File: config.mk
export PLATFORM = sky130hd
export DESIGN_NAME = boot_unlock_guard
export DESIGN_NICKNAME = d
export VERILOG_FILES = /design/src/rtl/boot_unlock_pkg.sv /design/src/rtl/bug_rst_sync.sv /design/src/rtl/bug_seq_matcher.sv /design/src/rtl/bug_mode_ctrl.sv /design/src/rtl/boot_unlock_guard.sv
export SDC_FILE = /design/constraint.sdc
export NUM_CORES = 1
export LEC_CHECK = 0
export BUFFER_PORTS_ARGS = -buffer_cell sky130_fd_sc_hd__buf_2
export CAP_MARGIN = 20
export CORE_MARGIN = 2
export CORE_UTILIZATION = 40
export DETAILED_ROUTE_END_ITERATION = 7
export HOLD_SLACK_MARGIN = 0.1
export PLACE_DENSITY = 0.78
export SYNTH_ARGS = -nofsm -noshare
export SYNTH_HDL_FRONTEND = slang
export SYNTH_HIERARCHICAL = 1
export SYNTH_SLANG_ARGS = --single-unit
File: constraint.sdc
create_clock -name clk -period 0.8 [get_ports clk]
set_clock_uncertainty 0.1 [all_clocks]
set_input_delay 0.12 -clock clk [delete_from_list [all_inputs] [get_ports clk]]
set_output_delay 0.12 -clock clk [all_outputs]
set_load 0.03 [all_outputs]
File: src/rtl/boot_unlock_pkg.sv
package boot_unlock_pkg;

  localparam int unsigned KEY_LEN  = 8;
  localparam int unsigned KEY_BITS = 8;

  // First key byte sits in the most significant position.
  localparam logic [KEY_LEN*KEY_BITS-1:0] UNLOCK_KEY = 64'hDEAD_BEEF_CAFE_BABE;

  typedef enum logic {
    MODE_LOCKED = 1'b0,
    MODE_OPEN   = 1'b1
  } boot_mode_e;

endpackage

File: src/rtl/bug_rst_sync.sv
module bug_rst_sync #(
  parameter int unsigned STAGES = 2
) (
  input  logic clk,
  input  logic rst_n,
  output logic rst_sync_n
);

  logic [STAGES-1:0] sync_q;

  always_ff @(posedge clk or negedge rst_n) begin
    if (!rst_n) begin
      sync_q <= '0;
    end else begin
      sync_q <= {sync_q[STAGES-2:0], 1'b1};
    end
  end

  assign rst_sync_n = sync_q[STAGES-1];

endmodule

File: src/rtl/bug_seq_matcher.sv
module bug_seq_matcher #(
  parameter int unsigned DATA_W  = 8,
  parameter int unsigned SEQ_LEN = 8,
  parameter logic [SEQ_LEN*DATA_W-1:0] KEY = boot_unlock_pkg::UNLOCK_KEY,
  localparam int unsigned IDX_W  = (SEQ_LEN > 1) ? $clog2(SEQ_LEN) : 1
) (
  input  logic              clk,
  input  logic              rst_n,
  input  logic              wr_en,
  input  logic [DATA_W-1:0] wr_data,
  output logic              seq_done,
  output logic [IDX_W-1:0]  idx_o
);

  logic [DATA_W-1:0] key_arr [SEQ_LEN];
  logic [IDX_W-1:0]  idx_q;
  logic [IDX_W-1:0]  idx_d;
  logic              hit_cur;
  logic              hit_first;
  logic              at_last;

  // Unpack the key; entry 0 is the first byte expected.
  for (genvar g = 0; g < SEQ_LEN; g++) begin : g_key
    assign key_arr[g] = KEY[(SEQ_LEN-1-g)*DATA_W +: DATA_W];
  end

  assign hit_cur   = (wr_data == key_arr[idx_q]);
  assign hit_first = (wr_data == key_arr[0]);
  assign at_last   = (idx_q == IDX_W'(SEQ_LEN-1));

  always_comb begin
    idx_d    = idx_q;
    seq_done = 1'b0;
    if (wr_en) begin
      if (hit_cur) begin
        if (at_last) begin
          idx_d    = '0;
          seq_done = 1'b1;
        end else begin
          idx_d = idx_q + 1'b1;
        end
      end else if (hit_first) begin
        idx_d = IDX_W'(1);
      end else begin
        idx_d = '0;
      end
    end
  end

  always_ff @(posedge clk or negedge rst_n) begin
    if (!rst_n) begin
      idx_q <= '0;
    end else if (wr_en) begin
      idx_q <= idx_d;
    end
  end

  assign idx_o = idx_q;

endmodule

File: src/rtl/bug_mode_ctrl.sv
module bug_mode_ctrl
  import boot_unlock_pkg::*;
(
  input  logic clk,
  input  logic rst_n,
  input  logic enter_req,
  input  logic leave_req,
  output logic mode_on,
  output logic enter_pulse,
  output logic leave_pulse
);

  boot_mode_e state_q;
  boot_mode_e state_d;
  logic       enter_d;
  logic       leave_d;
  logic       enter_q;
  logic       leave_q;

  always_comb begin
    state_d = state_q;
    if (leave_req) begin
      state_d = MODE_LOCKED;
    end else if (enter_req) begin
      state_d = MODE_OPEN;
    end
    enter_d = (state_q == MODE_LOCKED) && (state_d == MODE_OPEN);
    leave_d = (state_q == MODE_OPEN) && (state_d == MODE_LOCKED);
  end

  always_ff @(posedge clk or negedge rst_n) begin
    if (!rst_n) begin
      state_q <= MODE_LOCKED;
      enter_q <= 1'b0;
      leave_q <= 1'b0;
    end else begin
      state_q <= state_d;
      enter_q <= enter_d;
      leave_q <= leave_d;
    end
  end

  assign mode_on     = (state_q == MODE_OPEN);
  assign enter_pulse = enter_q;
  assign leave_pulse = leave_q;

endmodule

File: src/rtl/boot_unlock_guard.sv
module boot_unlock_guard #(
  parameter int unsigned DATA_W    = boot_unlock_pkg::KEY_BITS,
  parameter int unsigned SEQ_LEN   = boot_unlock_pkg::KEY_LEN,
  parameter logic [SEQ_LEN*DATA_W-1:0] KEY = boot_unlock_pkg::UNLOCK_KEY,
  parameter int unsigned CTL_W     = 8,
  parameter int unsigned EXIT_BIT  = 0,
  parameter int unsigned RST_STAGE = 2
) (
  input  logic              clk,
  input  logic              rst_n,
  input  logic              trig_wr,
  input  logic [DATA_W-1:0] trig_data,
  input  logic              ctl_wr,
  input  logic [CTL_W-1:0]  ctl_data,
  output logic              boot_en,
  output logic              boot_trig,
  output logic              boot_exit
);

  localparam int unsigned IDX_W = (SEQ_LEN > 1) ? $clog2(SEQ_LEN) : 1;

  logic             rst_sync_n;
  logic             seq_done;
  logic             exit_cmd;
  logic [IDX_W-1:0] match_idx;

  bug_rst_sync #(
    .STAGES(RST_STAGE)
  ) rst_sync_i (
    .clk       (clk),
    .rst_n     (rst_n),
    .rst_sync_n(rst_sync_n)
  );

  bug_seq_matcher #(
    .DATA_W (DATA_W),
    .SEQ_LEN(SEQ_LEN),
    .KEY    (KEY)
  ) matcher_i (
    .clk     (clk),
    .rst_n   (rst_sync_n),
    .wr_en   (trig_wr),
    .wr_data (trig_data),
    .seq_done(seq_done),
    .idx_o   (match_idx)
  );

  assign exit_cmd = ctl_wr & ctl_data[EXIT_BIT];

  bug_mode_ctrl mode_i (
    .clk        (clk),
    .rst_n      (rst_sync_n),
    .enter_req  (seq_done),
    .leave_req  (exit_cmd),
    .mode_on    (boot_en),
    .enter_pulse(boot_trig),
    .leave_pulse(boot_exit)
  );

endmodule

# Word-level counts from Yosys, hierarchy flattened
# Memories as Yosys holds them, arrays and structs flattened.
# Index checks and enable logic that the tools add are counted.
# totals
reg_bits	8
mem_bits_ro	64
inputBits	20
output_inout_bits	3
word_cells	27
memories	1
# classes
n_addsub	1
magnitude_cmp	1
eq_ne	3
mux	10
n_bitwise	4
reduce_logical	2
# memory_table
memory	words	word_bits	rd	rd_ports_with_merged_regs	write_ports	line_no	rtl
(name not given)	8	8	1	0	0	bug_seq_matcher.sv:27	assign hit_cur = (wr_data == key_arr[idx_q]);
# op_table
cell	count
$mux 8	2
$eq 8x8->1	1
$eq 8x8->1 const B	1
$mux 1	6
$mux 3	2
$ge 4x4->1 const B	1
$not 3->4	1
$add 3x1->3 const B	1
$eq 3x3->1 const B	1
$logic_and 1x1->1	2
$not 1->1	2
$and 1x1->1	1

# Logic depth before layout (Yosys ltp)
# logic_depth
word_depth	11
ltp_mapped	8
depth_no_buf	8

# By module
# The synthesis kept the hierarchy.
# by_module_without_submodules
mod	instances	cells_per_inst	area_per_inst_um2	seq_area_each_um2
bug_seq_matcher	1	43	367.9	75.1
bug_mode_ctrl	1	6	105.1	75.1
bug_rst_sync	1	3	53.8	50.0
boot_unlock_guard	1	1	6.3	0.0

# Least setup slack after synthesis
# OpenSTA, ideal clock, no wires.
# synth_timing
path_kind	register to register
start	register matcher_i.idx_q[0] (netlist: matcher_i/idx_o[0])
end	register matcher_i.idx_q[0] (netlist: matcher_i/idx_o[0])
setup_time_ns	0.087
arrival_ns	1.670
required_time_ns	0.613
path_slack_ns	-1.057
path_stages_with_launch	8
path_buffers	0
period_less_slack_ns	1.857
path_cell_list	dfrtp_1 -> inv_1 -> ha_1 -> mux2i_1 -> xnor2_1 -> nand2_1 -> or4_1 -> o211ai_1
# synth_between
elab_chain_len	6
word_cells_on_any_way	9
cone_classes	add/sub (1); eq/ne (2); mux (4); bitwise (1); memory (1)
# synth_lines
element	line_no	rtl
start, declared	bug_seq_matcher.sv:16	logic [IDX_W-1:0] idx_q;
start signal, assigned	bug_seq_matcher.sv:54	idx_q <= idx_d;
$not 3->4 (implied by the code)	bug_seq_matcher.sv:27	
$mem_v2 8x8	n/a	
$mux 8 (implied by the code) (2 in a row)	bug_seq_matcher.sv:27	
$eq 8x8->1	bug_seq_matcher.sv:27	
$mux 3 *	bug_seq_matcher.sv:35	if (hit_cur) begin
# Every way passes the cells marked *; elsewhere a longest branch is shown, timed or not. The select of a mux whose other input is x is not followed.
# A chain may end at the register's enable or synchronous reset.

# Worst setup path after layout
# layout_timing
start	register matcher_i.idx_q[0] (netlist: matcher_i/idx_o[0])
end	register mode_i.enter_q (netlist: mode_i/enter_pulse)
# layout_between
elab_chain_len	10
word_cells_on_any_way	12
cone_classes	eq/ne (2); mux (7); bitwise (1); reduce/logical (1); memory (1)
# layout_lines
element	line_no	rtl
$not 3->4 (implied by the code)	bug_seq_matcher.sv:27	
$mem_v2 8x8	n/a	
$mux 8 (implied by the code) (2 in a row)	bug_seq_matcher.sv:27	
$eq 8x8->1	bug_seq_matcher.sv:27	
$mux 1 *	bug_seq_matcher.sv:35	
$mux 1 *	bug_seq_matcher.sv:34	if (wr_en) begin
net seq_done	boot_unlock_guard.sv:23	logic seq_done;
$mux 1 *	bug_mode_ctrl.sv:24	end else if (enter_req) begin
$mux 1 *	bug_mode_ctrl.sv:22	if (leave_req) begin
$logic_and 1x1->1 *	bug_mode_ctrl.sv:27	enter_d = (state_q == MODE_LOCKED) && (state_d == MODE_OPEN);
net mode_i.enter_d	bug_mode_ctrl.sv:15	logic enter_d;
end signal, assigned	bug_mode_ctrl.sv:38	enter_q <= enter_d;
end, declared	bug_mode_ctrl.sv:17	logic enter_q;
# Mark *: on every way through the listed nets, which the timed path passes. The rest lies on a longest branch. The select of a mux whose other input is x is not followed.

==> summary.md <==
| Metric | Value |
|---|---|
| Drt first pass iters | 4 |
| Num rows | 13 |
| Post-route setup slack | -1.08 ns |
| Worst-path clk slew | 0.06 ns |
| Critical path cell sequence | inv_2 > ha_4 > mux2i_2 > xnor2_1 > nand2_1 > or2_1 > nor2_1 > nor3b_2 |
| Post-route antenna net violation count | 0 |
| Worst EP required | 0.88 ns |
| CTS sink count | 8 |
| Die height | 40.5 um |
| Net count after synthesis | 77 |
| Max cap viols | 0 |
| Cts bufs inserted | 3 |
| Outcome | complete, but fails checks |
| Hold buffers post-CTS | 1 |
| Worst r2r src | matcher_i/idx_o[0] |
| R2R depth | 8 |
| Root Buffer | clkbuf_4 |
| WL final | 1190 um |
| Worst setup EP type | flop |
| Fin nets | 107 |
| Min Clock Period, post-route | 1.88 ns |
| Final std cells w/o fill | 97 |
| Hold WC Path Type | reg -> async |
| Initial antenna violation count | 0 |
| Average size of a mapped cell | 10.1 um^2 |
| CP Launch Type | flop |
| CTS tree | done |
| CTS H-Tree Depth | 1 |
| Max Slew Vio Count | 0 |
| Failing checks | hold timing, setup timing |
| Max FO, Critical Path | 5 |
| Core area | 1270 um^2 |
| Min Hold Slack | -0.0130 ns |
| Number of global-route vias before repair | 428 |
| Synth Warn # | 6 |
| Pwr/cell area | 1080 nW/um^2 |
| Most frequent cells in the layout | 12 x buf_2, 10 x buf_4, 8 x nand2_1 |
| Reg2reg setup slack | -1.08 ns |
| DR iter-0 viols | 11 |
| Fmax | 533 MHz |
| First-pass GRT wire length | 1750 um |
| Routed vias | 496 |
| Worst-case clock buffer depth | 2 |
| Kind of cell adding the most delay to the critical path | simple AND/OR/NAND/NOR gates |
| WS Path Type | reg -> reg |
| PortBufs | 15 |
| Total GRT Usage | 17.0% |
| Final period utilization | 235% |
| Final Wtd Congestion | 0.850 |
| VDD IR max | 0.000667 V |
| Final number of setup-violating endpoints | 9 |
| Area Growth Syn to Fin | 47.2% |
| Share of cells above drive strength 1 | 50.0% |
| Pin count of the biggest net entering global routing | 9 |
| Die width | 40.5 um |
| # diodes | 0 |
| DP HPWL | 919 um |
| Cell variety after synth | 29 |
| Hold Violations, Final | 6 |
| Commonest non-fill, non-tap cell in the layout | buf_2 |
| CP max stage cell | dfrtp_1 |
| Drt wl/cell | 12.2 um |
| R2R Path End | mode_i/enter_pulse |
| Max stage delay on crit path | 0.43 ns |
| Worst skew pair latency | 0.25 ns |
| Synth Instances | 53 |
| Critical Path AT | 1.95 ns |
| GRT overflow | 0 |
| Die Footprint | 1640 um^2 |
| Buf/Inv on CP | 1 |
| Vias per inst | 5.11 |
| Sequential fraction of the synthesis area | 37.6% |
| Leakage | 0.354 nW |
| Initial Util | 42.0% |
| RSZ-0062 raised after global routing | yes |
| Synthesized flop and latch total | 8 |
| Setup TNS | -5.96 ns |
| Post-Syn Area | 533 um^2 |
| Cells after DPL | 91 |
| Fillcell total | 114 |
| DR DRC count | 0 |
| Number of I/O pins | 23 |
==> power breakdown <==
group	total (mW)	internal (mW)	switching (mW)
Combinational	0.105	0.0550	0.0504
Sequential	0.418	0.411	0.00701
Clock	0.323	0.190	0.132
==> worst max path at each step <==
stage	to	slack [ns]	startpoint	cells past startpoint
2_1_floorplan	matcher_i/idx_o[0]	-0.95	matcher_i/idx_o[0]	7
3_3_place_gp	matcher_i/idx_o[0]	-1.02	matcher_i/idx_o[1]	7
3_5_place_dp	matcher_i/idx_o[0]	-1.05	matcher_i/idx_o[0]	7
4_1_cts	matcher_i/idx_o[0]	-1.06	matcher_i/idx_o[0]	7
5_1_grt	mode_i/enter_pulse	-1.21	matcher_i/idx_o[0]	8
6_report	mode_i/enter_pulse	-1.08	matcher_i/idx_o[0]	8
==> area by class of cell <==
class                      instances  area (um^2)  share of cell area [%]
clock buffer                       4         26.3                    3.35
inverter                           3         11.3                    1.44
multi-input combinational         40          337                    42.9
sequential                         8          201                    25.7
tap                               15         18.8                    2.39
timing repair buffer              27          190                    24.2
==> registers in the layout, indices dropped and copies added, names as in the netlist <==
signal and flops:
mode_i/mode_on 1, matcher_i/idx_o 3, mode_i/enter_pulse 1, rst_sync_i/sync_q 2
mode_i/leave_pulse 1
==> routing by layer <==
metal	part of all wire [%]	up-vias	track usage [%]	wire (um)
met5	0	-	0	0
met4	0.51	0	10.0	6
met3	4.6	2	3.33	55
met2	52	17	30.6	619
met1	43	229	18.0	504
li1	-	248	-	-
==> Yosys cell counts <==
| cell | instances | area, um^2 |
|---|---|---|
| dfrtp_1 | 8 | 200 |
| nand4b_1 | 1 | 8.76 |
| nor3b_2 | 1 | 12.5 |
| or4_1 | 1 | 7.51 |
| nor2_1 | 2 | 7.51 |
| buf_6 | 1 | 11.3 |
| nor3_2 | 1 | 10.0 |
| conb_1 | 1 | 3.75 |
| nor4_1 | 1 | 6.26 |
| and2_1 | 1 | 6.26 |
| nor4b_4 | 1 | 23.8 |
| or2_1 | 1 | 6.26 |
| o22ai_1 | 2 | 12.5 |
| clkbuf_1 | 1 | 3.75 |
| and2_2 | 1 | 7.51 |
| o21ai_0 | 2 | 10.0 |
| o211ai_1 | 2 | 15.0 |
| mux2i_1 | 1 | 10.0 |
| o21bai_1 | 1 | 7.51 |
| a22oi_1 | 1 | 7.51 |
| nand3b_1 | 1 | 7.51 |
| inv_1 | 3 | 11.3 |
| o21ba_1 | 1 | 10.0 |
| ha_1 | 4 | 50.1 |
| a21oi_1 | 1 | 5.00 |
| o221ai_2 | 1 | 15.0 |
| nand2_1 | 8 | 30.0 |
| xnor2_1 | 2 | 17.5 |
| o2bb2ai_1 | 1 | 8.76 |
==> logic make-up (layout without fill, tap and decap cells) <==
logic type               count (synthesis)  after routing  synth area share (%)
flip-flops                               8              8                  37.6
other                                    1              1                 0.704
AND/OR/NAND/NOR                         20             20                  25.1
adder cells (fa/ha/maj)                  4              4                  9.39
buffers and inverters                    5             34                  4.93
multiplexers                             1              1                  1.88
AO/OA/AOI/OAI                           12             12                  17.1
XOR/XNOR                                 2              2                  3.29
==> per-stage QoR <==
stage,setup slack [ns],area (um^2),power [mW],utilization (%),hold slack [ns]
detailed placement,-1.05,702,0.524,55.3,-0.194
finish,-1.08,785,0.846,61.8,-0.0130
global route,-1.21,785,0.902,61.8,0.0170
floorplan,-0.953,548,0.464,-,-0.276
global placement,-1.02,702,0.523,55.3,-0.196
CTS,-1.06,781,0.860,61.5,-0.00420
==> repair_timing <==
item                                    4_1_cts  5_1_grt
endpoints found under the setup margin        8        9
endpoints found under the hold margin         9        8
setup buffers                                 1        0
resized for setup                             9        2
pin swaps                                     3        5
Note: power is estimated with default switching activity, not from simulation.
